### src/rtl/pwl_pkg.sv
package pwl_pkg;
    localparam int LATCH_W = 32;
    localparam int XFER_W  = 64;

    typedef enum logic [1:0] {
        SZ_BYTE  = 2'd0,
        SZ_HALF  = 2'd1,
        SZ_WORD  = 2'd2,
        SZ_DWORD = 2'd3
    } xfer_size_e;
endpackage

### src/rtl/pwl_pack.sv
module pwl_pack
    import pwl_pkg::*;
(
    input  logic [1:0]         size,
    input  logic               addr_lsb,
    input  logic [XFER_W-1:0]  wdata,
    output logic [LATCH_W-1:0] latch_word
);
    always_comb begin
        unique case (xfer_size_e'(size))
            SZ_BYTE:  latch_word = addr_lsb ? {8'h00, wdata[7:0], 16'h0000}
                                            : {wdata[7:0], 24'h000000};
            SZ_HALF:  latch_word = {wdata[15:0], 16'h0000};
            SZ_WORD:  latch_word = wdata[31:0];
            default:  latch_word = wdata[63:32];
        endcase
    end
endmodule

### src/rtl/pwl_slice.sv
module pwl_slice
    import pwl_pkg::*;
(
    input  logic [1:0]         size,
    input  logic [LATCH_W-1:0] latch_word,
    output logic [XFER_W-1:0]  rdata
);
    always_comb begin
        unique case (xfer_size_e'(size))
            SZ_BYTE:  rdata = {56'h0, latch_word[31:24]};
            SZ_HALF:  rdata = {48'h0, latch_word[31:16]};
            SZ_WORD:  rdata = {32'h0, latch_word};
            default:  rdata = {latch_word, 32'h0};
        endcase
    end
endmodule

### src/rtl/posted_write_latch.sv
module posted_write_latch
    import pwl_pkg::*;
#(
    parameter int DONE_CYCLES = 100,
    parameter int ADDR_W      = 32
) (
    input  logic              clk,
    input  logic              rst_n,
    input  logic              cpu_req,
    input  logic              cpu_we,
    input  logic [1:0]        cpu_size,
    input  logic [ADDR_W-1:0] cpu_addr,
    input  logic [63:0]       cpu_wdata,
    output logic [63:0]       cpu_rdata,
    output logic              cpu_wr_ok,
    output logic              bus_req,
    output logic              bus_we,
    output logic [1:0]        bus_size,
    output logic [ADDR_W-1:0] bus_addr,
    output logic [63:0]       bus_wdata,
    input  logic [63:0]       bus_rdata,
    output logic [31:0]       latch_value,
    output logic              io_busy,
    output logic              stall
);
    localparam int CNT_W = $clog2(DONE_CYCLES + 1);
    localparam logic [CNT_W-1:0] CNT_LOAD = CNT_W'(DONE_CYCLES);
    localparam logic [CNT_W-1:0] CNT_LAST = CNT_W'(1);

    typedef struct packed {
        logic               busy;
        logic               stall;
        logic [CNT_W-1:0]   remain;
        logic [LATCH_W-1:0] latch;
    } pwl_state_t;

    pwl_state_t st_d, st_q;

    logic [LATCH_W-1:0] packed_word;
    logic [XFER_W-1:0]  latch_slice;
    logic               wr_take, rd_idle, rd_hit;

    pwl_pack u_pack (
        .size       (cpu_size),
        .addr_lsb   (cpu_addr[0]),
        .wdata      (cpu_wdata),
        .latch_word (packed_word)
    );

    pwl_slice u_slice (
        .size       (cpu_size),
        .latch_word (st_q.latch),
        .rdata      (latch_slice)
    );

    always_comb begin
        wr_take = cpu_req && cpu_we && !st_q.busy;
        rd_idle = cpu_req && !cpu_we && !st_q.busy;
        rd_hit  = cpu_req && !cpu_we && st_q.busy && !st_q.stall;

        st_d = st_q;
        if (st_q.busy) begin
            st_d.remain = st_q.remain - CNT_LAST;
            if (st_q.remain == CNT_LAST) begin
                st_d.busy  = 1'b0;
                st_d.stall = 1'b0;
            end
        end
        if (rd_hit && st_q.remain != CNT_LAST) begin
            st_d.stall = 1'b1;
        end
        if (wr_take) begin
            st_d.busy   = 1'b1;
            st_d.remain = CNT_LOAD;
            st_d.latch  = packed_word;
        end
    end

    always_ff @(posedge clk) begin
        if (!rst_n) begin
            st_q <= '0;
        end else begin
            st_q <= st_d;
        end
    end

    assign cpu_wr_ok   = wr_take;
    assign bus_req     = wr_take || rd_idle;
    assign bus_we      = cpu_we;
    assign bus_size    = cpu_size;
    assign bus_addr    = cpu_addr;
    assign bus_wdata   = cpu_wdata;
    assign cpu_rdata   = rd_hit ? latch_slice : bus_rdata;
    assign latch_value = st_q.latch;
    assign io_busy     = st_q.busy;
    assign stall       = st_q.stall;


    busy_rise_chk: assert property (@(posedge clk) disable iff (!rst_n)
        $rose(io_busy) |-> $past(cpu_wr_ok));


    remain_range_chk: assert property (@(posedge clk) disable iff (!rst_n)
        io_busy |-> (st_q.remain != '0 && st_q.remain <= CNT_LOAD));


    latch_hold_chk: assert property (@(posedge clk) disable iff (!rst_n)
        (io_busy && cpu_req && cpu_we) |=> $stable(latch_value));


    busy_no_bus_chk: assert property (@(posedge clk) disable iff (!rst_n)
        io_busy |-> !bus_req);


    stall_in_busy_chk: assert property (@(posedge clk) disable iff (!rst_n)
        stall |-> io_busy);


    stall_drop_chk: assert property (@(posedge clk) disable iff (!rst_n)
        $fell(stall) |-> !io_busy);


    idle_read_chk: assert property (@(posedge clk) disable iff (!rst_n)
        (cpu_req && !cpu_we && !io_busy) |=> !stall);
endmodule

### config.mk
export PLATFORM = sky130hd
export DESIGN_NAME = posted_write_latch
export DESIGN_NICKNAME = d
export VERILOG_FILES = /design/src/rtl/pwl_pkg.sv /design/src/rtl/pwl_pack.sv /design/src/rtl/pwl_slice.sv /design/src/rtl/posted_write_latch.sv
export SDC_FILE = /design/constraint.sdc
export NUM_CORES = 1
export LEC_CHECK = 0
export BUFFER_PORTS_ARGS = -buffer_cell sky130_fd_sc_hd__buf_2
export CORE_AREA = 5 5 138 140
export DETAILED_ROUTE_END_ITERATION = 10
export DIE_AREA = 0 0 143 145
export RECOVER_POWER = 50
export SLEW_MARGIN = 20
export SYNTH_ARGS = -nofsm -noshare
export SYNTH_HDL_FRONTEND = slang
export SYNTH_SLANG_ARGS = --single-unit
### constraint.sdc
create_clock -name clk -period 3.15 [get_ports clk]
set_input_delay 0.4725 -clock clk [delete_from_list [all_inputs] [get_ports clk]]
set_output_delay 0.4725 -clock clk [all_outputs]
set_load 0.03 [all_outputs]
Word-level counts from Yosys, hierarchy flattened
Cells that the tools add are included.
Widths: inputs -> output; s select.
Storage, ports and cells
  memory bits (writable): 0
  input port bits: 166
  memories: 0
  ROM bits: 0
  output and inout bits: 199
  register bits: 41
  word-level logic and storage cells: 37
  latch bits: 0
Operators by class
  equal/unequal tests: 4
  add/sub/neg operators: 1
  divide/modulo/power cells: 0
  magnitude comparators: 0
  muxes and demuxes: 9
  bitwise gates (word level): 1
  reductions and logical operators: 17
  shift-type cells: 0
  $mul: 0
Operators by type and width (number)
  $pmux 64 s3: 1
  $pmux 32 s3: 1
  $mux 64: 1
  $mux 39: 1
  $mux 32: 1
  $mux 9: 1
  $eq 7x1->1 const B: 1
  $logic_and 1x1->1: 7
  $ne 7x1->1 const B: 1
  $sub 7x1->7 const B: 1
  $reduce_bool 2->1: 3
  $logic_not 1->1: 3
  $eq 2x1->1 const B: 1
  $eq 2x2->1 const B: 1
  $logic_not 2->1: 1
  $mux 1: 2
  $mux 2: 1
  $reduce_and 2->1: 1
  $reduce_or 2->1: 1
  $logic_or 1x1->1: 1
  $not 1->1: 1

Depth between registers and ports, before layout
  depth in word-level cells: 7
  depth in mapped cells: 6
  gate-level depth less buffers: 5

Modules after synthesis
Synthesis repeated with hierarchy kept, for this count alone.
Unflattened totals
  cells, all modules: 568
  area total of the unflattened synthesis: 5136.2 um^2
By module, submodules not included
  posted_write_latch: cells each 391, seq. area each 820.8 um^2, times used 1, area each 3694.8 um^2
  pwl_pack: cells each 82, seq. area each 0.0 um^2, times used 1, area each 772.0 um^2
  pwl_slice: cells each 95, seq. area each 0.0 um^2, times used 1, area each 669.4 um^2

Least setup slack after synthesis
OpenSTA, ideal clock, no wires.
  kind: reg2out
  start: register st_q (netlist bit io_busy)
  end: output port cpu_rdata[48]
  data arrival time: 1.801 ns
  path slack: 0.876 ns
  required time: 2.677 ns
  buffers on the path: 2
  stages on the path, launching flop included: 5
  cells stage by stage: dfxtp_1 -> nand4bb_1 -> buf_4 -> buf_6 -> o31ai_1
Between the ends
  longest elaborated chain between the ends: 3
Ends and longest elaborated chain
  start: declaration: line posted_write_latch.sv:37  | pwl_state_t st_d, st_q;
  start signal: assignment: line posted_write_latch.sv:83  | st_q <= st_d;
  $logic_and 1x1->1 (2 in a row): line posted_write_latch.sv:59  | rd_hit = cpu_req && !cpu_we && st_q.busy && !st_q.stall;
  $mux 64: line posted_write_latch.sv:93  | assign cpu_rdata = rd_hit ? latch_slice : bus_rdata;
  end: declaration: line posted_write_latch.sv:14  | output logic [63:0] cpu_rdata,
Every way passes these cells.

Worst setup path in the final report
  start: input port cpu_size[1]
  end: output port cpu_rdata[49]
Between the ends
  longest elaborated chain between the ends: 3
Ends and longest elaborated chain
  start: declaration: line posted_write_latch.sv:11  | input logic [1:0] cpu_size,
  $eq 2x2->1, or another cell as far along: line pwl_slice.sv:9  | unique case (xfer_size_e'(size))
  $pmux 64 s3 (*): line pwl_slice.sv:9
  $mux 64 (*): line posted_write_latch.sv:93
Every way passes the cells marked *; elsewhere a longest branch is shown, timed or not.

==> results by stage <==
GRT:
- The global router's overall resource usage is around 18%.
- The layer flagged by global routing as most heavily used is met2.
- Entering global routing, the biggest net connects 83 pins.
- For met1 alone, demand over resource in global routing was 20.7%.
- The initial antenna violation count is 0.
- The number of global-route vias before repair was 4,334.
- The global routing usage on met3 is 3.82%.
- The wire length of the first global-routing pass is 27,400 um.
- The global-route met2 utilization is 32.1%.
- For this run the aggregate overflow at the end of global routing stands at 0.

Yosys:
- The post-synthesis instance area is roughly 0.0043 mm2.
- Sequential elements use 19.3% of the synthesized area.
- In the post-synthesis netlist, the biggest area contributors are sky130_fd_sc_hd__buf_4 25%, sky130_fd_sc_hd__dfxtp_1 19%, sky130_fd_sc_hd__nand2_1 9.3%, sky130_fd_sc_hd__mux2i_1 7.5%, sky130_fd_sc_hd__o21ai_0 5.9%.
- The register bit total from synthesis is around 40.
- The area share of the leading cell type in the synthesized netlist is 25.0%.
- The net count of the mapped netlist is between 700 and 800.
- The distinct cell type count of the synthesized netlist is 47.
- The number of synthesis warnings is 0.
- The synthesized netlist cell count is 557.
- The synthesized design spends more area on one cell type than any other, namely sky130_fd_sc_hd__buf_4.
- Dividing the synthesized area by the synthesized cell count gives 7.64 um2.

Critical path:
- STA puts the critical path data required time at 2.68 ns.
- The start point of the critical path is cpu_size[1].
- The worst setup path is captured at an output pin.
- The cell count of the worst reg-to-reg path is 4.
- The signal on the critical path passes through buf_2, buf_4, nand2_1, o31ai_1, buf_2.
- The type of the setup path with the least slack is input pin to output pin.
- The worst-path cell with the longest stage delay is sky130_fd_sc_hd__nand2_1.
- The worst endpoint data arrival time is between 2 and 2.5 ns.
- On the worst path, the slowest cell contributes a delay of 0.36 ns.
- The buffers plus inverters on the worst setup path is 3.
- The sort of element at the start of the critical path is an input pin.
- In this run the worst path has a maximum fanout of 16.
- The start of the worst register-to-register path is io_busy.
- The critical path crosses 5 cells after its start point.
- The largest delay contributor family on the critical path is buffers and inverters.
- Counting stages on the worst path, the most repeated cell is sky130_fd_sc_hd__buf_2.

STA:
- For this run, the top clock speed supported by timing is 0.402 GHz.
- The final-report max-slew violation count is 0.
- Setup repair after global routing left no endpoint under its margin.
- Final hold analysis gives a worst-case slack of 0.477 ns.
- The setup TNS is 0 ns.
- The number of failing hold endpoints at the final stage was 0.
- The clock arrives with just over 0.008 ns of skew.
- The minimum period implied by the final worst setup slack is approximately 2.5 ns.
- Setup violations remaining at the end of the flow were counted as 0.
- The worst path uses 79.0% of the clock period.
- The worst slew margin relative to its limit is between 40 and 50%.
- For the pin with the worst max-slew slack, the measured transition is 0.796 ns.

Flow run:
- Across the run, the number of max-cap violations was 0.

Placement:
- Including well taps, the total number of placed cells is between 900 and 1,000.
- The area after detailed placement is between 0.004 and 0.005 mm2.
- The half-perimeter wire length after detailed placement is about 16,000 um.
- The port buffer count is 302.
- The final weighted congestion of routability-driven global placement is 0.783.

Floorplan:
- The boundary pin count is 365.
- After floorplanning, the core was sized to cover ~0.018 mm2.
- In this run the vertical extent of the chip is 145 um.
- The starting density of the core is 24.0%.
- Row generation in the floorplan step produced 49 rows.
- The die covers 0.0207 mm2.
- The die is 143 um wide.

Route:
- In the final routed layout, each cell accounts on average for 20.7 um.
- Wires add up to 19,400 um.
- The number of iterations in the first detailed-routing pass is 4.
- The number of remaining DRC errors is 0.
- Dividing the detail-routed via count by the number of cells gives 4.58.
- The initial DRC count is 188.
- The vias after detailed routing is between 4,000 and 5,000.
- The detail route stage leaves a number of antenna-violating nets equal to 0.

Final layout:
- The number of filler cells placed in the layout is about 2,000.
- The total area of multi-input combinational cells is 0.00214 mm2.
- Cells fill 28.1% of the core in the end.
- The area added between synthesis and finish is 17.1%.
- The finished layout holds about 940 standard cells, fillers aside.
- The total number of nets in the final design is 874.
- The final antenna diode count is 0.
- The combined flip-flop and latch cell area is 821 um2.
- The post-route netlist has 36.5% of its cells at a drive strength greater than 1.
- Summing all non-filler instances in the final layout gives an area of around 0.005 mm2.

Pwr:
- In this run the power density over the cells is between 300 and 400 mW/mm2.
- The static power due to leakage is 2.32 nW.
- The maximum resistive drop on vdd is roughly 0.17 mV.

Min path:
- The startpoint identified for the worst hold timing path is cpu_wdata[43].
- The number of cells on the worst hold path is 3.
- The min-delay analysis places its worst path in the category input pin to flip-flop.

Clocking:
- The tree built by TritonCTS fans out to roughly 40 sinks.
- The H-tree depth is 2.
- The cell sitting at the root of the clock tree is a sky130_fd_sc_hd__clkbuf_16.
- At the later pin of the worst-skew pair, clock insertion delay measures 0.29 ns.
- The TritonCTS buffer count is 5.
- In this run, post-CTS hold repair placed 0 buffers.
- The clock tree from TritonCTS is yes.
- The number of buffers inserted to repair setup after CTS is 0.
- The clock passes through at most 2 buffers.
- In this run, post-CTS repair resized a total of 0 instances.
- Clock-pin slew was measured on the worst setup and hold paths at 0.06 ns.

Run status:
- The flow ran to the end, and the final reports show no timing, DRC or antenna violations.
metrics by stage:
stage	worst slack (ns)	power [mW]
global placement	0.718	1.37
finish	0.662	1.95
CTS	0.670	2.00
floorplan	0.876	1.23
detailed placement	0.674	1.38
global route	0.528	2.05
final timing paths:
check	end	slack (ns)
max	cpu_rdata[49]	0.66
min	latch_value[11]	0.48
max reg2reg	latch_value[29]	0.97
min reg2reg	st_q[38]	0.50
where the power goes:
part           leakage [nW]  internal [mW]  total, mW  switching, mW
sequential            0.335          0.546      0.603         0.0564
combinational          1.90          0.233      0.735          0.503
clock                0.0842          0.376      0.615          0.239
total                  2.32           1.16       1.95          0.798
synthesized netlist by cell type (all sizes together):
cell / count
buf: 165
nor4b: 2
a22o: 7
nand3: 1
a21o: 1
ha: 2
nand4b: 1
mux2i: 32
o21a: 1
or3b: 1
inv: 13
a31oi: 2
nand4bb: 1
a221oi: 1
or2: 1
o32ai: 8
o22ai: 8
o21ai: 56
a22oi: 8
nor2b: 4
clkbuf: 8
nor4bb: 1
nand2b: 9
a221o: 7
o31ai: 8
o2bb2ai: 16
nand2: 105
a2bb2oi: 8
and3b: 1
and2: 1
a211oi: 3
a21oi: 18
a311oi: 2
dfxtp: 41
a31o: 1
nor2: 10
xnor2: 3
sequential cells by signal (all words and copies together) (netlist names):
name	cells
st_q	7
stall	1
io_busy	1
latch_value	32
area by class of cell:
| class | count | share of cell area, % |
|---|---|---|
| Clock buffer | 5 | 2.51 |
| Clock inverter | 3 | 0.878 |
| Inverter | 13 | 0.979 |
| Multi-Input combinational cell | 330 | 42.8 |
| Sequential cell | 41 | 16.5 |
| Tap cell | 229 | 5.75 |
| Timing Repair Buffer | 315 | 30.6 |
logic make-up after synthesis:
family	Yosys count	share of synthesized area, %
AOI/OAI and AO/OA	155	26.0
xor gates and xnor gates	3	0.617
adders and majority gates	2	0.588
buffers and inverters	186	30.6
DFF	41	19.3
muxes	32	7.52
and+or+nand+nor	138	15.3
routing by layer:
layer / vias to the layer above / part of all wire, %
met1: 1928 / 39
met3: 26 / 8.8
met4: 0 / 2.1
met2: 226 / 50
met5: - / 0
li1: 2108 / -
cells in the final DEF, fill, tap and decap left out, drive strengths merged:
| cell type | instances |
|---|---|
| or2 | 1 |
| clkbuf | 90 |
| inv | 14 |
| and2 | 1 |
| a221o | 7 |
| o22ai | 8 |
| a21oi | 18 |
| a22oi | 8 |
| a221oi | 1 |
| buf | 230 |
| a311oi | 2 |
| nor4b | 2 |
| a21o | 1 |
| and3b | 1 |
| a2bb2oi | 8 |
| xnor2 | 3 |
| o21ai | 56 |
| mux2i | 32 |
| o32ai | 8 |
| a211oi | 3 |
| nand3 | 1 |
| nand4bb | 1 |
| nand2 | 105 |
| ha | 2 |
| o21a | 1 |
| nand4b | 1 |
| bufinv | 1 |
| a31o | 1 |
| or3b | 1 |
| nand2b | 9 |
| a22o | 7 |
| nor2 | 10 |
| o2bb2ai | 16 |
| clkinv | 1 |
| nor2b | 4 |
| dfxtp | 41 |
| o31ai | 8 |
| nor4bb | 1 |
| a31oi | 2 |
worst register-to-register path, delay by kind of cell, from the launching register on:
kind	cells	cell delay, ns
simple gates	2	1.02
buf+inv	1	0.46
flops	1	0.38
compound gates	1	0.27
Note: power is estimated with default switching activity, not from simulation.
